### src/rtl/txq_pkg.sv
package txq_pkg;

   // Outcome chosen for an offered handle in one cycle
   typedef enum logic [1:0] {
      PLACE_NONE = 2'd0,
      PLACE_RING = 2'd1,
      PLACE_HOLD = 2'd2,
      PLACE_DROP = 2'd3
   } place_e;

endpackage

### src/rtl/txq_fifo.sv
module txq_fifo #(
   parameter int DEPTH = 4,
   parameter int W     = 16,
   parameter int CW    = $clog2(DEPTH + 1)
) (
   input  logic          clk,
   input  logic          rst_n,
   input  logic          push,
   input  logic [W-1:0]  push_data,
   input  logic          pop,
   output logic [W-1:0]  head_data,
   output logic [CW-1:0] count,
   output logic          full,
   output logic          empty
);
   localparam int  IW      = (DEPTH > 1) ? $clog2(DEPTH) : 1;
   localparam bit  IS_POW2 = (DEPTH > 1) && ((DEPTH & (DEPTH - 1)) == 0);

   if (DEPTH < 1) begin : g_bad_depth
      $error("txq_fifo: DEPTH must be at least 1");
   end
   if (CW < $clog2(DEPTH + 1)) begin : g_bad_cw
      $error("txq_fifo: CW too narrow for DEPTH");
   end

   logic [W-1:0]  mem [DEPTH];
   logic [IW-1:0] wr_ptr, rd_ptr, wr_nxt, rd_nxt;

   // Index advance: natural wrap for power-of-two depths, compare otherwise
   if (IS_POW2) begin : g_pow2
      assign wr_nxt = wr_ptr + 1'b1;
      assign rd_nxt = rd_ptr + 1'b1;
   end else begin : g_mod
      assign wr_nxt = (wr_ptr == IW'(DEPTH - 1)) ? '0 : wr_ptr + 1'b1;
      assign rd_nxt = (rd_ptr == IW'(DEPTH - 1)) ? '0 : rd_ptr + 1'b1;
   end

   always_ff @(posedge clk) begin
      if (!rst_n) begin
         wr_ptr <= '0;
         rd_ptr <= '0;
         count  <= '0;
      end else begin
         if (push) wr_ptr <= wr_nxt;
         if (pop)  rd_ptr <= rd_nxt;
         count <= count + CW'(push) - CW'(pop);
      end
   end

   always_ff @(posedge clk) begin
      if (push) mem[wr_ptr] <= push_data;
   end

   assign head_data = mem[rd_ptr];
   assign full      = (count == CW'(DEPTH));
   assign empty     = (count == '0);

   // Storage is never written past capacity
   p_no_overflow_r3: assert property (@(posedge clk) disable iff (!rst_n)
      (push && full) |-> pop);
   // Nothing is taken from empty storage
   p_no_underflow_r6: assert property (@(posedge clk) disable iff (!rst_n)
      pop |-> !empty);
   p_count_bound_r3: assert property (@(posedge clk) disable iff (!rst_n)
      count <= CW'(DEPTH));

endmodule

### src/rtl/txq_drop_ctr.sv
module txq_drop_ctr #(
   parameter int W        = 16,
   parameter bit SATURATE = 1'b1
) (
   input  logic         clk,
   input  logic         rst_n,
   input  logic         inc,
   output logic [W-1:0] value
);
   if (W < 1) begin : g_bad_w
      $error("txq_drop_ctr: W must be at least 1");
   end

   localparam logic [W-1:0] TOP = '1;

   if (SATURATE) begin : g_sat
      always_ff @(posedge clk) begin
         if (!rst_n)                    value <= '0;
         else if (inc && value != TOP)  value <= value + 1'b1;
      end
      // Once at all-ones the count stays there
      p_sat_hold_r10: assert property (@(posedge clk) disable iff (!rst_n)
         (value == TOP) |=> (value == TOP));
   end else begin : g_wrap
      always_ff @(posedge clk) begin
         if (!rst_n)   value <= '0;
         else if (inc) value <= value + 1'b1;
      end
   end

   // Count only moves on a drop
   p_move_on_inc_r5: assert property (@(posedge clk) disable iff (!rst_n)
      !inc |=> $stable(value));

endmodule

### src/rtl/txq_steer.sv
module txq_steer
   import txq_pkg::*;
#(
   parameter int RING_DEPTH = 4,
   parameter int HOLD_DEPTH = 8,
   parameter int RCW        = $clog2(RING_DEPTH + 1),
   parameter int HCW        = $clog2(HOLD_DEPTH + 1)
) (
   input  logic           in_valid,
   input  logic           done_valid,
   input  logic [RCW-1:0] ring_cnt,
   input  logic [HCW-1:0] hold_cnt,
   output logic           cmpl_ok,
   output logic           hold_move,
   output place_e         place
);
   int ring_after;
   int hold_after;

   always_comb begin
      // Completion first: retire the oldest ring entry, refill from hold
      cmpl_ok    = done_valid && (ring_cnt != '0);
      hold_move  = cmpl_ok && (hold_cnt != '0);
      ring_after = int'(ring_cnt) - int'(cmpl_ok) + int'(hold_move);
      hold_after = int'(hold_cnt) - int'(hold_move);

      // Then the offered handle: ring only when nothing is waiting ahead
      place = PLACE_NONE;
      if (in_valid) begin
         if (hold_after == 0 && ring_after < RING_DEPTH)
            place = PLACE_RING;
         else if (hold_after < HOLD_DEPTH)
            place = PLACE_HOLD;
         else
            place = PLACE_DROP;
      end
   end

endmodule

### src/rtl/txq_ring_mgr.sv
module txq_ring_mgr
   import txq_pkg::*;
#(
   parameter int HANDLE_W      = 16,
   parameter int RING_DEPTH    = 4,
   parameter int HOLD_DEPTH    = 8,
   parameter int DROP_W        = 16,
   parameter bit DROP_SATURATE = 1'b1
) (
   input  logic                               clk,
   input  logic                               rst_n,
   input  logic                               in_valid,
   input  logic [HANDLE_W-1:0]                in_handle,
   input  logic                               done_valid,
   output logic                               tx_avail,
   output logic [HANDLE_W-1:0]                tx_handle,
   output logic                               free_valid,
   output logic [HANDLE_W-1:0]                free_handle,
   output logic [$clog2(RING_DEPTH+1)-1:0]    pending_count,
   output logic [$clog2(HOLD_DEPTH+1)-1:0]    held_count,
   output logic [DROP_W-1:0]                  drop_count
);
   localparam int RCW = $clog2(RING_DEPTH + 1);
   localparam int HCW = $clog2(HOLD_DEPTH + 1);

   if (RING_DEPTH < 1) begin : g_bad_ring
      $error("txq_ring_mgr: RING_DEPTH must be at least 1");
   end
   if (HOLD_DEPTH < 1) begin : g_bad_hold
      $error("txq_ring_mgr: HOLD_DEPTH must be at least 1");
   end
   if (HANDLE_W < 1) begin : g_bad_handle
      $error("txq_ring_mgr: HANDLE_W must be at least 1");
   end

   logic                cmpl_ok, hold_move;
   place_e              place;
   logic                ring_push, ring_full, ring_empty;
   logic [HANDLE_W-1:0] ring_in, ring_head;
   logic                hold_full, hold_empty;
   logic [HANDLE_W-1:0] hold_head;

   txq_steer #(
      .RING_DEPTH(RING_DEPTH), .HOLD_DEPTH(HOLD_DEPTH), .RCW(RCW), .HCW(HCW)
   ) u_steer (
      .in_valid  (in_valid),
      .done_valid(done_valid),
      .ring_cnt  (pending_count),
      .hold_cnt  (held_count),
      .cmpl_ok   (cmpl_ok),
      .hold_move (hold_move),
      .place     (place)
   );

   assign ring_push = hold_move || (place == PLACE_RING);
   assign ring_in   = hold_move ? hold_head : in_handle;

   txq_fifo #(.DEPTH(RING_DEPTH), .W(HANDLE_W), .CW(RCW)) u_ring (
      .clk      (clk),
      .rst_n    (rst_n),
      .push     (ring_push),
      .push_data(ring_in),
      .pop      (cmpl_ok),
      .head_data(ring_head),
      .count    (pending_count),
      .full     (ring_full),
      .empty    (ring_empty)
   );

   txq_fifo #(.DEPTH(HOLD_DEPTH), .W(HANDLE_W), .CW(HCW)) u_hold (
      .clk      (clk),
      .rst_n    (rst_n),
      .push     (place == PLACE_HOLD),
      .push_data(in_handle),
      .pop      (hold_move),
      .head_data(hold_head),
      .count    (held_count),
      .full     (hold_full),
      .empty    (hold_empty)
   );

   txq_drop_ctr #(.W(DROP_W), .SATURATE(DROP_SATURATE)) u_drops (
      .clk  (clk),
      .rst_n(rst_n),
      .inc  (place == PLACE_DROP),
      .value(drop_count)
   );

   // Released handle, registered one cycle after the completion
   always_ff @(posedge clk) begin
      if (!rst_n) begin
         free_valid  <= 1'b0;
         free_handle <= '0;
      end else begin
         free_valid <= cmpl_ok;
         if (cmpl_ok) free_handle <= ring_head;
      end
   end

   assign tx_avail  = !ring_empty;
   assign tx_handle = ring_head;

   // A refill from hold and a direct link never compete for the ring
   p_single_ring_src_r8: assert property (@(posedge clk) disable iff (!rst_n)
      !(hold_move && place == PLACE_RING));
   // Held handles exist only behind a full ring
   p_hold_behind_full_r4: assert property (@(posedge clk) disable iff (!rst_n)
      !hold_empty |-> ring_full);
   // Completion on a busy ring releases a handle next cycle
   p_release_r6: assert property (@(posedge clk) disable iff (!rst_n)
      (done_valid && tx_avail) |=> free_valid);
   // Completion on an empty ring is ignored
   p_ignore_idle_r9: assert property (@(posedge clk) disable iff (!rst_n)
      (done_valid && !tx_avail && !in_valid) |=>
         (!free_valid && $stable(pending_count) && $stable(held_count)));
   // Drops happen only with both stages full
   p_drop_when_full_r5: assert property (@(posedge clk) disable iff (!rst_n)
      (in_valid && !done_valid && !hold_full) |=> $stable(drop_count));
   // Refill keeps the ring occupancy constant
   p_refill_keeps_r7: assert property (@(posedge clk) disable iff (!rst_n)
      (done_valid && !hold_empty && !in_valid) |=>
         ($stable(pending_count) && held_count == $past(held_count) - 1'b1));

endmodule

### config.mk
export PLATFORM = sky130hd
export DESIGN_NAME = txq_ring_mgr
export DESIGN_NICKNAME = d
export VERILOG_FILES = /design/src/rtl/txq_pkg.sv /design/src/rtl/txq_fifo.sv /design/src/rtl/txq_drop_ctr.sv /design/src/rtl/txq_steer.sv /design/src/rtl/txq_ring_mgr.sv
export SDC_FILE = /design/constraint.sdc
export NUM_CORES = 1
export LEC_CHECK = 0
export ABC_AREA = 1
export BUFFER_PORTS_ARGS = -buffer_cell sky130_fd_sc_hd__buf_4
export CORE_ASPECT_RATIO = 1.25
export CORE_MARGIN = 2
export CORE_UTILIZATION = 51
export CTS_CLUSTER_DIAMETER = 150
export CTS_CLUSTER_SIZE = 20
export DETAILED_ROUTE_END_ITERATION = 10
export PLACE_DENSITY = 0.69
export SETUP_SLACK_MARGIN = 0.15
export SLEW_MARGIN = 30
export SYNTH_ARGS = -nofsm -noshare
export SYNTH_HDL_FRONTEND = slang
export SYNTH_SLANG_ARGS = --single-unit
### constraint.sdc
create_clock -name clk -period 4.15 [get_ports clk]
set_clock_uncertainty 0.05 [all_clocks]
set_input_delay 0.83 -clock clk [delete_from_list [all_inputs] [get_ports clk]]
set_output_delay 0.83 -clock clk [all_outputs]
set_load 0.005 [all_outputs]
==> results of run 1 <==
==> final timing paths <==
| path | end | slack, ns | startpoint | cells after the start |
|---|---|---|---|---|
| setup / recovery | u_hold.count[2] | 0.42 | u_ring.count[0] | 23 |
| hold / removal | register | 0.43 | u_ring.rd_ptr[1] | 2 |
| setup reg to reg | u_hold.count[2] | 0.42 | u_ring.count[0] | 23 |
| hold reg to reg | register | 0.43 | u_ring.rd_ptr[1] | 2 |
==> worst max-delay path, delay by kind of cell, from the launching register on <==
kind | cells | cell delay (ns)
AND/OR/NAND/NOR | 12 | 1.34
adder cells (fa/ha/maj) | 5 | 1.34
XOR/XNOR | 1 | 0.18
flip-flops | 1 | 0.35
buffers and inverters | 5 | 0.33
==> cell usage in the layout (no fill, tap or decap), drive strengths merged <==
cell type	n
a21oi	25
a31oi	1
and3	2
buf	98
clkbuf	27
dfxtp	55
edfxtp	192
fa	2
ha	25
inv	53
mux2i	16
nand2	81
nand3	23
nand3b	1
nand4	1
nor2	167
nor3	8
nor3b	2
nor4	1
o211ai	16
o21ai	99
o221ai	16
o22ai	16
o32ai	16
xnor2	2
xor2	5
==> state kept, by name, indices dropped and copies added (netlist names), named ones only <==
| name | cells |
|---|---|
| u_hold.mem | 128 |
| u_ring.mem | 64 |
| free_handle | 16 |
| u_drops.value | 16 |
| u_hold.count | 4 |
| u_hold.rd_ptr | 3 |
| u_hold.wr_ptr | 3 |
| u_ring.count | 3 |
| u_ring.rd_ptr | 2 |
| u_ring.wr_ptr | 2 |
| free_valid | 1 |
==> metal layers <==
layer  vias to the layer above  track usage [%]  wire, um
li1                       3234                -         -
met1                      3156            24.59      8814
met2                       139            33.24     10170
met3                        30            2.102       797
met4                         0            5.803       409
met5                         -                0         0
==> metrics by stage <==
step	cells	setup slack [ns]	cell area (um^2)	hold WS, ns	utilization [%]
finish	1215	0.4227	11610	0.4295	59.44
detailed placement	1187	0.008414	11130	0.4147	56.95
floorplan	866	0.2850	10240	0.3935	-
global placement	1187	0.1404	11130	0.4071	56.95
global route	1215	0.1526	11610	0.4584	59.44
CTS	1215	0.3129	11610	0.4288	59.41
==> report_power, final <==
part           switching (mW)  total, mW  internal, mW
clock                   0.792       1.57         0.777
sequential              0.129       3.21          3.09
combinational            1.21       1.94         0.729
==> cell families (layout without fill, tap and decap cells) <==
kind of cell	count (synthesis)	count (layout)	synth area share, %
fa+ha+maj	27	27	3.447
compound gates	189	189	11.12
flops	247	247	67.07
xor+xnor	7	7	0.6722
simple gates	286	286	12.49
buf+inv	94	178	3.630
mux	16	16	1.564
==> final cells by class <==
type	instances	area [um^2]	area share [%]
Inverter	52	195.2	1.680
Clock buffer	27	462.9	3.986
Sequential cell	247	6872	59.16
Clock inverter	1	16.27	0.1400
Tap cell	265	331.6	2.855
Timing Repair Buffer	98	735.7	6.334
Multi-Input combinational cell	525	3002	25.84
==> what timing repair did <==
| item | CTS | global route |
|---|---|---|
| endpoints found under the hold margin | 0 | 0 |
| gates resized for setup | 0 | 6 |
| setup endpoints to repair | 0 | 3 |
==> flow_summary.toml, run 1 <==
[status]
status = "complete, no violations"

[synthesis]
synth_edf_count = 192
synth_commonest_cells = "192 x edfxtp_1, 163 x nor2_1, 94 x o21ai_0, 67 x nand2_1, 55 x dfxtp_1"
synth.most_common_cell = "edfxtp_1"
synth_fp_nets = 913
yosysWarnings = 0
synth_top_cell_by_area = "edfxtp_1"
ys_seq_area_share_pct = 67.07
ys_ff_latch = 247
synth_area_per_cell_um2 = 11.82
synth_top_area_share_pct = 56.32
async_reset_ff_share_pct = 0
synth_area_mm2 = 0.01024
synthCells = 866
synth_flop_cell = "edfxtp_1"
ys_top_cells_by_area = "edfxtp_1 56%, dfxtp_1 11%, nor2_1 6.0%, o21ai_0 4.6%, ha_1 3.1%"
ys_types = 41

[clock_tree]
htreeDepth = 1
numCtsBuffers = 16
clk_latency_ns = 0.49
postCtsSetupBuffers = 0
clockBufferDepth = 3
cts_sinks = 247
cts_hold_buf = 0
cts-root-buf = "clkbuf_16"
cts_tree = "done"
path_clk_slew_ns = 0.09

[worst_setup_path]
critPathMaxFanout = 5
crit_required_ns = 4.46
slowest_delay_ns = 0.38
cp.arrival_ns = 4.04
crit_slowest_cell = "fa_1"
worstPathCellList = "inv_1 -> nand3_1 -> nand2_2 -> nor2_2 -> inv_2 -> ha_1 -> inv_1 -> nor2_4 -> nand3_1 -> ha_1 -> nand3_1 -> nor3_1 -> nand3_1 -> nand2_2 -> nand2_4 -> nand2_2 -> ha_1 -> inv_1 -> ha_1 -> inv_1 -> fa_1 -> xnor2_1 -> nor2_1"
cp-end-kind = "register"
worstSetupPathType = "register to register"
critPathLaunchType = "register"

[place]
portBuffers = 76
gp_congestion = 0.7835
hpwl_um = 12190

[timing]
worst_slew_pin_slew_ns = 0.9032
setup_viol_count_final = 0
final.min_clock_period_ns = 3.727
max_slew_margin_pct = 39.70
final_max_slew_viol_count = 0
hold_viol = 0
fin_tns_setup_ns = 0
rsz0062_at_grt = "no"
fmax_mhz = 268.3
fin_crit_sh_pct = 89.81

[floorplanning]
die_y_um = 162.4
rows = 57
start_util_pct = 52.39
dieArea_mm2 = 0.02123
core_area_mm2 = 0.01954
die_w_um = 130.7
pin_count = 77

[drt]
via_per_inst = 5.398
route.detailed.drc = 0
post_drt_wl_per_cell_um = 16.62
drt-initial-drc-count = 469
vias = 6559
wirelength_um = 20200
ant_nets = 0
dr.pass1.iters = 5

[global_routing]
grt_pass1_vias = 6263
grt_pass1_wl_um = 31600
track_usage_pct = 18.90
antenna_found_initial = 0
globalRoute.totalOverflow = 0
grt_max_degree = 65

[layout]
fill_cells = 1628
nNetsFinal = 987
area_growth_pct = 13.46
antenna_cells = 0
layout-drive-gt1-share_pct = 17.16

[power_and_ir_drop]
p_leak_nw = 4.164
vdd.ir_drop.worst_v = 0.0003801
p_per_area_mw_per_mm2 = 578.7
p_total_mw = 6.722

[worst_hold_path]
min_path_type = "register to register"

[run]
drv_cap = 0
Note: power is estimated with default switching activity, not from simulation.
==> inputs of run 2 (changes only) <==
CAP_MARGIN = 20   (was unset)
clock period = 3.63 ns   (was 4.15 ns; I/O delays follow)
==> run 2 against run 1 <==
Against the previous run: final area grew 2.6%; non-clock buffer count grew 9; sequential share of layout area shrank 1.5 points; worst hold slack lost 0.012 ns; sequential power grew 15%; via count grew 0.55%; combinational power grew 25%; maximum frequency grew 11%; global-route usage shrank 0.12 points; utilization grew 1.6 points; critical path depth is the same.
==> flow_summary.toml, run 2 (synthesis gave the netlist of run 1 again) <==
[worst_hold_path]
hold_path_depth = 1
min_path_type = "input port to register"
min_to = "u_hold.mem[1][7]"
hold_start = "in_handle[7]"

[worst_setup_path]
reg2reg_from = "u_ring.count[0]"
critPathLaunchType = "register"
r2r_setup_slack_ns = 0.26
slowest_delay_ns = 0.37
cp-end-kind = "register"
reg2regPathDepth = 23
worstSetupPathType = "register to register"
crit_buf_inv = 5
worstPathCellList = "inv_4 -> nand3_4 -> nand2_8 -> nor2_4 -> inv_2 -> ha_4 -> inv_2 -> nor2_4 -> nand3_4 -> ha_4 -> nand3_2 -> nor3_2 -> nand3_1 -> nand2_2 -> nand2_4 -> nand2_4 -> ha_4 -> inv_2 -> ha_4 -> inv_2 -> fa_2 -> xnor2_1 -> nor2_1"
crit_slowest_cell = "dfxtp_4"
path_delay_family = "simple AND/OR/NAND/NOR gates"
crit_required_ns = 3.93
critPathMaxFanout = 5
crit_start = "u_ring.count[0]"
cp.arrival_ns = 3.67
r2r-end = "u_hold.count[2]"

[floorplanning]
core_area_mm2 = 0.01954
pin_count = 77
die_y_um = 162.4
die_w_um = 130.7
dieArea_mm2 = 0.02123
rows = 57
start_util_pct = 52.39

[drt]
post_drt_wl_per_cell_um = 16.54
vias = 6595
ant_nets = 0
via_per_inst = 5.388
wirelength_um = 20250
dr.pass1.iters = 5
route.detailed.drc = 0
drt-initial-drc-count = 483

[layout]
antenna_cells = 0
area_growth_pct = 16.45
largest_register_ffs = 128
regMostFlops = "u_hold.mem"
reg_top3 = "u_hold.mem (128), u_ring.mem (64)"
final_cell_mix = "192 x edfxtp_1, 156 x nor2_1, 102 x buf_4"
layout-drive-gt1-share_pct = 20.65
mostFrequentLayoutCell = "edfxtp_1"
nNetsFinal = 996

[place]
pre_cts_ws_ns = -0.04112
gp_congestion = 0.7721
portBuffers = 76
hpwl_um = 12140

[run]
drv_cap = 0

[timing]
final.min_clock_period_ns = 3.371
setup_viol_count_final = 0
final_max_slew_viol_count = 0
fin_tns_setup_ns = 0
fin_crit_sh_pct = 92.87
rsz0062_at_grt = "yes"
fmax_mhz = 296.6
setup_ws_ns = 0.2589
hold_viol = 0
max_slew_margin_pct = 39.29
worst_slew_pin_slew_ns = 0.9094

[clock_tree]
numCtsBuffers = 16
clk_latency_ns = 0.49
cts_hold_buf = 0
cts-root-buf = "clkbuf_16"
clockBufferDepth = 3
path_clk_slew_ns = 0.09
cts_tree = "done"
htreeDepth = 1
cts_sinks = 247

[global_routing]
grt_pass1_vias = 6156
antenna_found_initial = 0
track_usage_pct = 18.79
globalRoute.totalOverflow = 0
grt_pass1_wl_um = 31270
grt_max_degree = 65

[status]
status = "complete, no violations"

[power_and_ir_drop]
p_leak_nw = 4.239
p_per_area_mw_per_mm2 = 663.9
vdd.ir_drop.worst_v = 0.0004649
run 2: changes by cell type in the layout (fill, tap and decap cells not counted), moves of 5 or more:
cell,before,now
buf_12,0,5
ha_1,25,19
ha_4,0,6
inv_1,43,38
nor2_1,162,156
nor2_2,3,8
run 2: how the worst max path moves through the flow:
stage	end	slack, ns	depth (start not counted)
2_1_floorplan	u_hold.mem[1][0]	0.13	13
3_3_place_gp	u_hold.count[1]	0.04	22
5_1_grt	u_hold.count[2]	0.06	24
4_1_cts	u_hold.count[1]	0.18	23
3_5_place_dp	u_hold.count[1]	-0.04	22
6_report	u_hold.count[2]	0.26	23
run 2: stage by stage:
step | total power [mW] | cell area, um^2 | hold slack (ns) | utilization (%) | cells
4_1_cts | 7.880 | 11800 | 0.4078 | 60.40 | 1220
3_5_place_dp | 6.092 | 11320 | 0.4181 | 57.95 | 1192
5_1_grt | 8.393 | 11920 | 0.4094 | 61.01 | 1224
3_3_place_gp | 6.037 | 11320 | 0.4079 | 57.95 | 1192
2_1_floorplan | 5.208 | 10330 | 0.3935 | - | 866
6_report | 7.914 | 11920 | 0.4179 | 61.01 | 1224
run 2: area by class of cell:
class / count / area, um^2
clock buffers: 27 / 462.9
clock inverters: 1 / 16.27
multi-input cells: 525 / 3167
inverters: 52 / 203.9
flip-flops and latches: 247 / 6874
repair buffers: 107 / 865.8
fillers: 1604 / 7620
well taps: 265 / 331.6
run 2: repair_timing:
item / in CTS / in global routing
pin swaps: 0 / 11
endpoints found under the hold margin: 0 / 0
endpoints found under the setup margin: 3 / 19
gates resized for setup: 2 / 20
setup buffers: 0 / 4
run 2: worst register-to-register path: stages (launching register included):
cell	delay, ns
dfxtp_4	0.37
inv_4	0.05
nand3_4	0.10
nand2_8	0.06
nor2_4	0.09
inv_2	0.06
ha_4	0.25
inv_2	0.04
nor2_4	0.18
nand3_4	0.12
ha_4	0.28
nand3_2	0.09
nor3_2	0.18
nand3_1	0.10
nand2_2	0.10
nand2_4	0.06
nand2_4	0.08
ha_4	0.19
inv_2	0.06
ha_4	0.13
inv_2	0.04
fa_2	0.33
xnor2_1	0.16
nor2_1	0.05
run 2: routing by layer:
layer  GRT usage (%)  vias to the layer above  wire [um]
met3           2.694                       20        760
met5               0                        -          0
met4           4.304                        0        269
met2           33.48                      117      10410
met1           24.28                     3200       8808
li1                -                     3258          -
run 2: power by group:
part | leakage [nW] | total, mW | internal, mW | switching (mW)
Clock | 0.229 | 1.81 | 0.888 | 0.921
Sequential | 2.19 | 3.68 | 3.53 | 0.151
Combinational | 1.82 | 2.43 | 0.951 | 1.48
Total | 4.24 | 7.91 | 5.37 | 2.55
==> inputs of run 3 (changes only) <==
ABC_AREA = 0   (was 1)
clock period = 3.57 ns   (was 3.63 ns; I/O delays follow)
==> run 3 against run 2 <==
Against the previous run: the flow now finishes with violations (setup timing); utilization rose by 2.9 points; highest routed layer unchanged; sequential share of layout area fell by 2.2 points; clock-buffer cell count did not move; first-iteration DRC count fell by 13%; critical path type unchanged; global-route usage rose by 0.66 points.
==> flow_summary.toml, run 3 <==
[status]
status = "complete, but fails checks"
violations = "setup timing"

[global_routing]
grt_pass1_vias = 5807
antenna_found_initial = 0
globalRoute.totalOverflow = 0
grt_max_degree = 38
track_usage_pct = 19.45
grt_pass1_wl_um = 31430

[synthesis]
ys_seq_area_share_pct = 68.35
synth_area_mm2 = 0.01005
synthCells = 632
synth_edf_count = 192
synth_flop_cell = "edfxtp_1"
synth_fp_nets = 679
synth_top_cell_by_area = "edfxtp_1"
synth_top_area_share_pct = 57.39
ys_ff_latch = 247
synth_commonest_cells = "192 x edfxtp_1, 55 x dfxtp_1, 54 x nand2_1, 48 x mux4_2, 44 x nor2_1"
synth.most_common_cell = "edfxtp_1"
ys_top_cells_by_area = "edfxtp_1 57%, dfxtp_1 11%, mux4_2 11%, ha_1 3.1%, mux2i_1 2.5%"
synth_area_per_cell_um2 = 15.90
yosysWarnings = 0
ys_types = 51
async_reset_ff_share_pct = 0

[layout]
layout-drive-gt1-share_pct = 33.59
regMostFlops = "u_hold.mem"
largest_register_ffs = 128
area_growth_pct = 23.35
mostFrequentLayoutCell = "edfxtp_1"
post-route-util_pct = 63.88
antenna_cells = 0
fin_cells = 1036
final_cell_mix = "192 x edfxtp_1, 115 x buf_4, 53 x nand2_1"
reg_top3 = "u_hold.mem (128), u_ring.mem (64)"
nNetsFinal = 808

[drt]
route.detailed.drc = 0
vias = 5756
ant_nets = 0
post_drt_wl_per_cell_um = 19.68
via_per_inst = 5.556
wirelength_um = 20390
dr.pass1.iters = 4
drt-initial-drc-count = 419

[clock_tree]
cts-root-buf = "clkbuf_16"
htreeDepth = 1
clk_latency_ns = 0.48
cts_tree = "done"
path_clk_slew_ns = 0.08
clockBufferDepth = 3
numCtsBuffers = 16
cts_sinks = 247

[worst_setup_path]
slowest_delay_ns = 0.35
cp_common_cell = "buf_4"
path_delay_family = "buffers and inverters"
r2r_setup_slack_ns = -0.26
cp.arrival_ns = 3.98
reg2reg_from = "u_ring.count[1]"
worstSetupPathType = "register to register"
critPathLaunchType = "register"
crit_slowest_cell = "dfxtp_2"
reg2regPathDepth = 18
crit_buf_inv = 7
critPathMaxFanout = 8
worstPathCellList = "o31ai_4 -> nor2_4 -> buf_4 -> ha_2 -> xor2_2 -> buf_4 -> nand3_1 -> ha_4 -> and3_4 -> nand4_1 -> mux2i_1 -> o31a_1 -> buf_4 -> buf_6 -> buf_12 -> nor4b_4 -> buf_4 -> clkbuf_16"
r2r-end = "u_hold.mem[4][11]"
crit_required_ns = 3.72
cp-end-kind = "register"

[floorplanning]
dieArea_mm2 = 0.02084
die_y_um = 160.9
pin_count = 77
start_util_pct = 51.79
rows = 57
die_w_um = 129.5
core_area_mm2 = 0.01940

[power_and_ir_drop]
p_total_mw = 9.146
p_per_area_mw_per_mm2 = 738.1
vdd.ir_drop.worst_v = 0.0005314
p_leak_nw = 4.191

[timing]
final_max_slew_viol_count = 0
setup_viol_count_final = 131
fin_tns_setup_ns = -22.64
setup_ws_ns = -0.2641
max_slew_margin_pct = 43.68
final.min_clock_period_ns = 3.834
worst_slew_pin_slew_ns = 0.8448
fin_crit_sh_pct = 107.4
rsz0062_at_grt = "yes"
hold_viol = 0
fmax_mhz = 260.8

[place]
gp_congestion = 0.7975
hpwl_um = 12640
portBuffers = 76
dp_cells = 989

[run]
drv_cap = 0

[worst_hold_path]
min_to = "free_handle[11]"
hold_path_depth = 2
hold_start = "free_handle[11]"
min_path_type = "register to register"
[run 3: final cells by class]
class                   instances  area [um^2]
clock buffers                  27        462.9
clock inverters                 1        16.27
fillers                      1374         7007
inverters                      23        86.33
multi-input cells             334         3309
flip-flops and latches        247         6874
well taps                     265        331.6
repair buffers                139         1311
[run 3: logic make-up (layout without fill, tap and decap cells)]
family	count (synthesis)	count (layout)	share of synthesized area (%)
XOR/XNOR	16	16	1.395
adder cells (fa/ha/maj)	27	27	3.512
buffers and inverters	51	190	2.043
flip-flops	247	247	68.35
AO/OA/AOI/OAI	61	61	3.799
multiplexers	73	73	13.25
AND/OR/NAND/NOR	157	157	7.648
[run 3: layer usage]
layer,wire [um],vias to the layer above,part of all wire (%),GRT usage (%)
met3,1048,26,5.1,3.065
met5,0,-,0,0
met1,8153,2925,40,25.87
met2,10860,150,53,33.78
li1,-,2655,-,-
met4,325,0,1.6,4.594
[run 3: how the worst max path moves through the flow]
| stage | start | to | slack (ns) | cells after the start |
|---|---|---|---|---|
| floorplan | done_valid | u_hold.mem[4][0] | -0.72 | 14 |
| global placement | done_valid | u_hold.count[1] | -0.52 | 19 |
| detailed placement | done_valid | u_hold.count[1] | -0.68 | 19 |
| CTS | u_ring.count[2] | u_hold.count[1] | -0.21 | 18 |
| global route | u_ring.count[1] | u_hold.mem[4][1] | -0.41 | 19 |
| finish | u_ring.count[1] | u_hold.mem[4][11] | -0.26 | 18 |
[run 3: tightest hold or removal path: stages (launching register included)]
cell and delay, ns:
dfxtp_1 0.31, nand2_1 0.05, a21oi_1 0.05
[run 3: power breakdown]
group	switching (mW)	internal, mW
clock network	0.891	0.902
registers	0.222	3.69
logic	1.69	1.76
total	2.80	6.34
[run 3: stage by stage]
step / setup slack (ns) / cell area [um^2] / hold WS (ns)
global route: -0.4127 / 12390 / 0.4170
finish: -0.2641 / 12390 / 0.4057
global placement: -0.5241 / 11490 / 0.3929
CTS: -0.2073 / 12230 / 0.4094
detailed placement: -0.6849 / 11490 / 0.3990
floorplan: -0.7190 / 10240 / 0.4027
[run 3: repair_timing]
action | in CTS | in global routing
endpoints found under the hold margin | 0 | 0
gates cloned | 2 | 2
hold buffers | 0 | 0
pin swaps | 16 | 13
setup endpoints to repair | 152 | 200
gates resized for setup | 25 | 18
setup buffers | 11 | 4
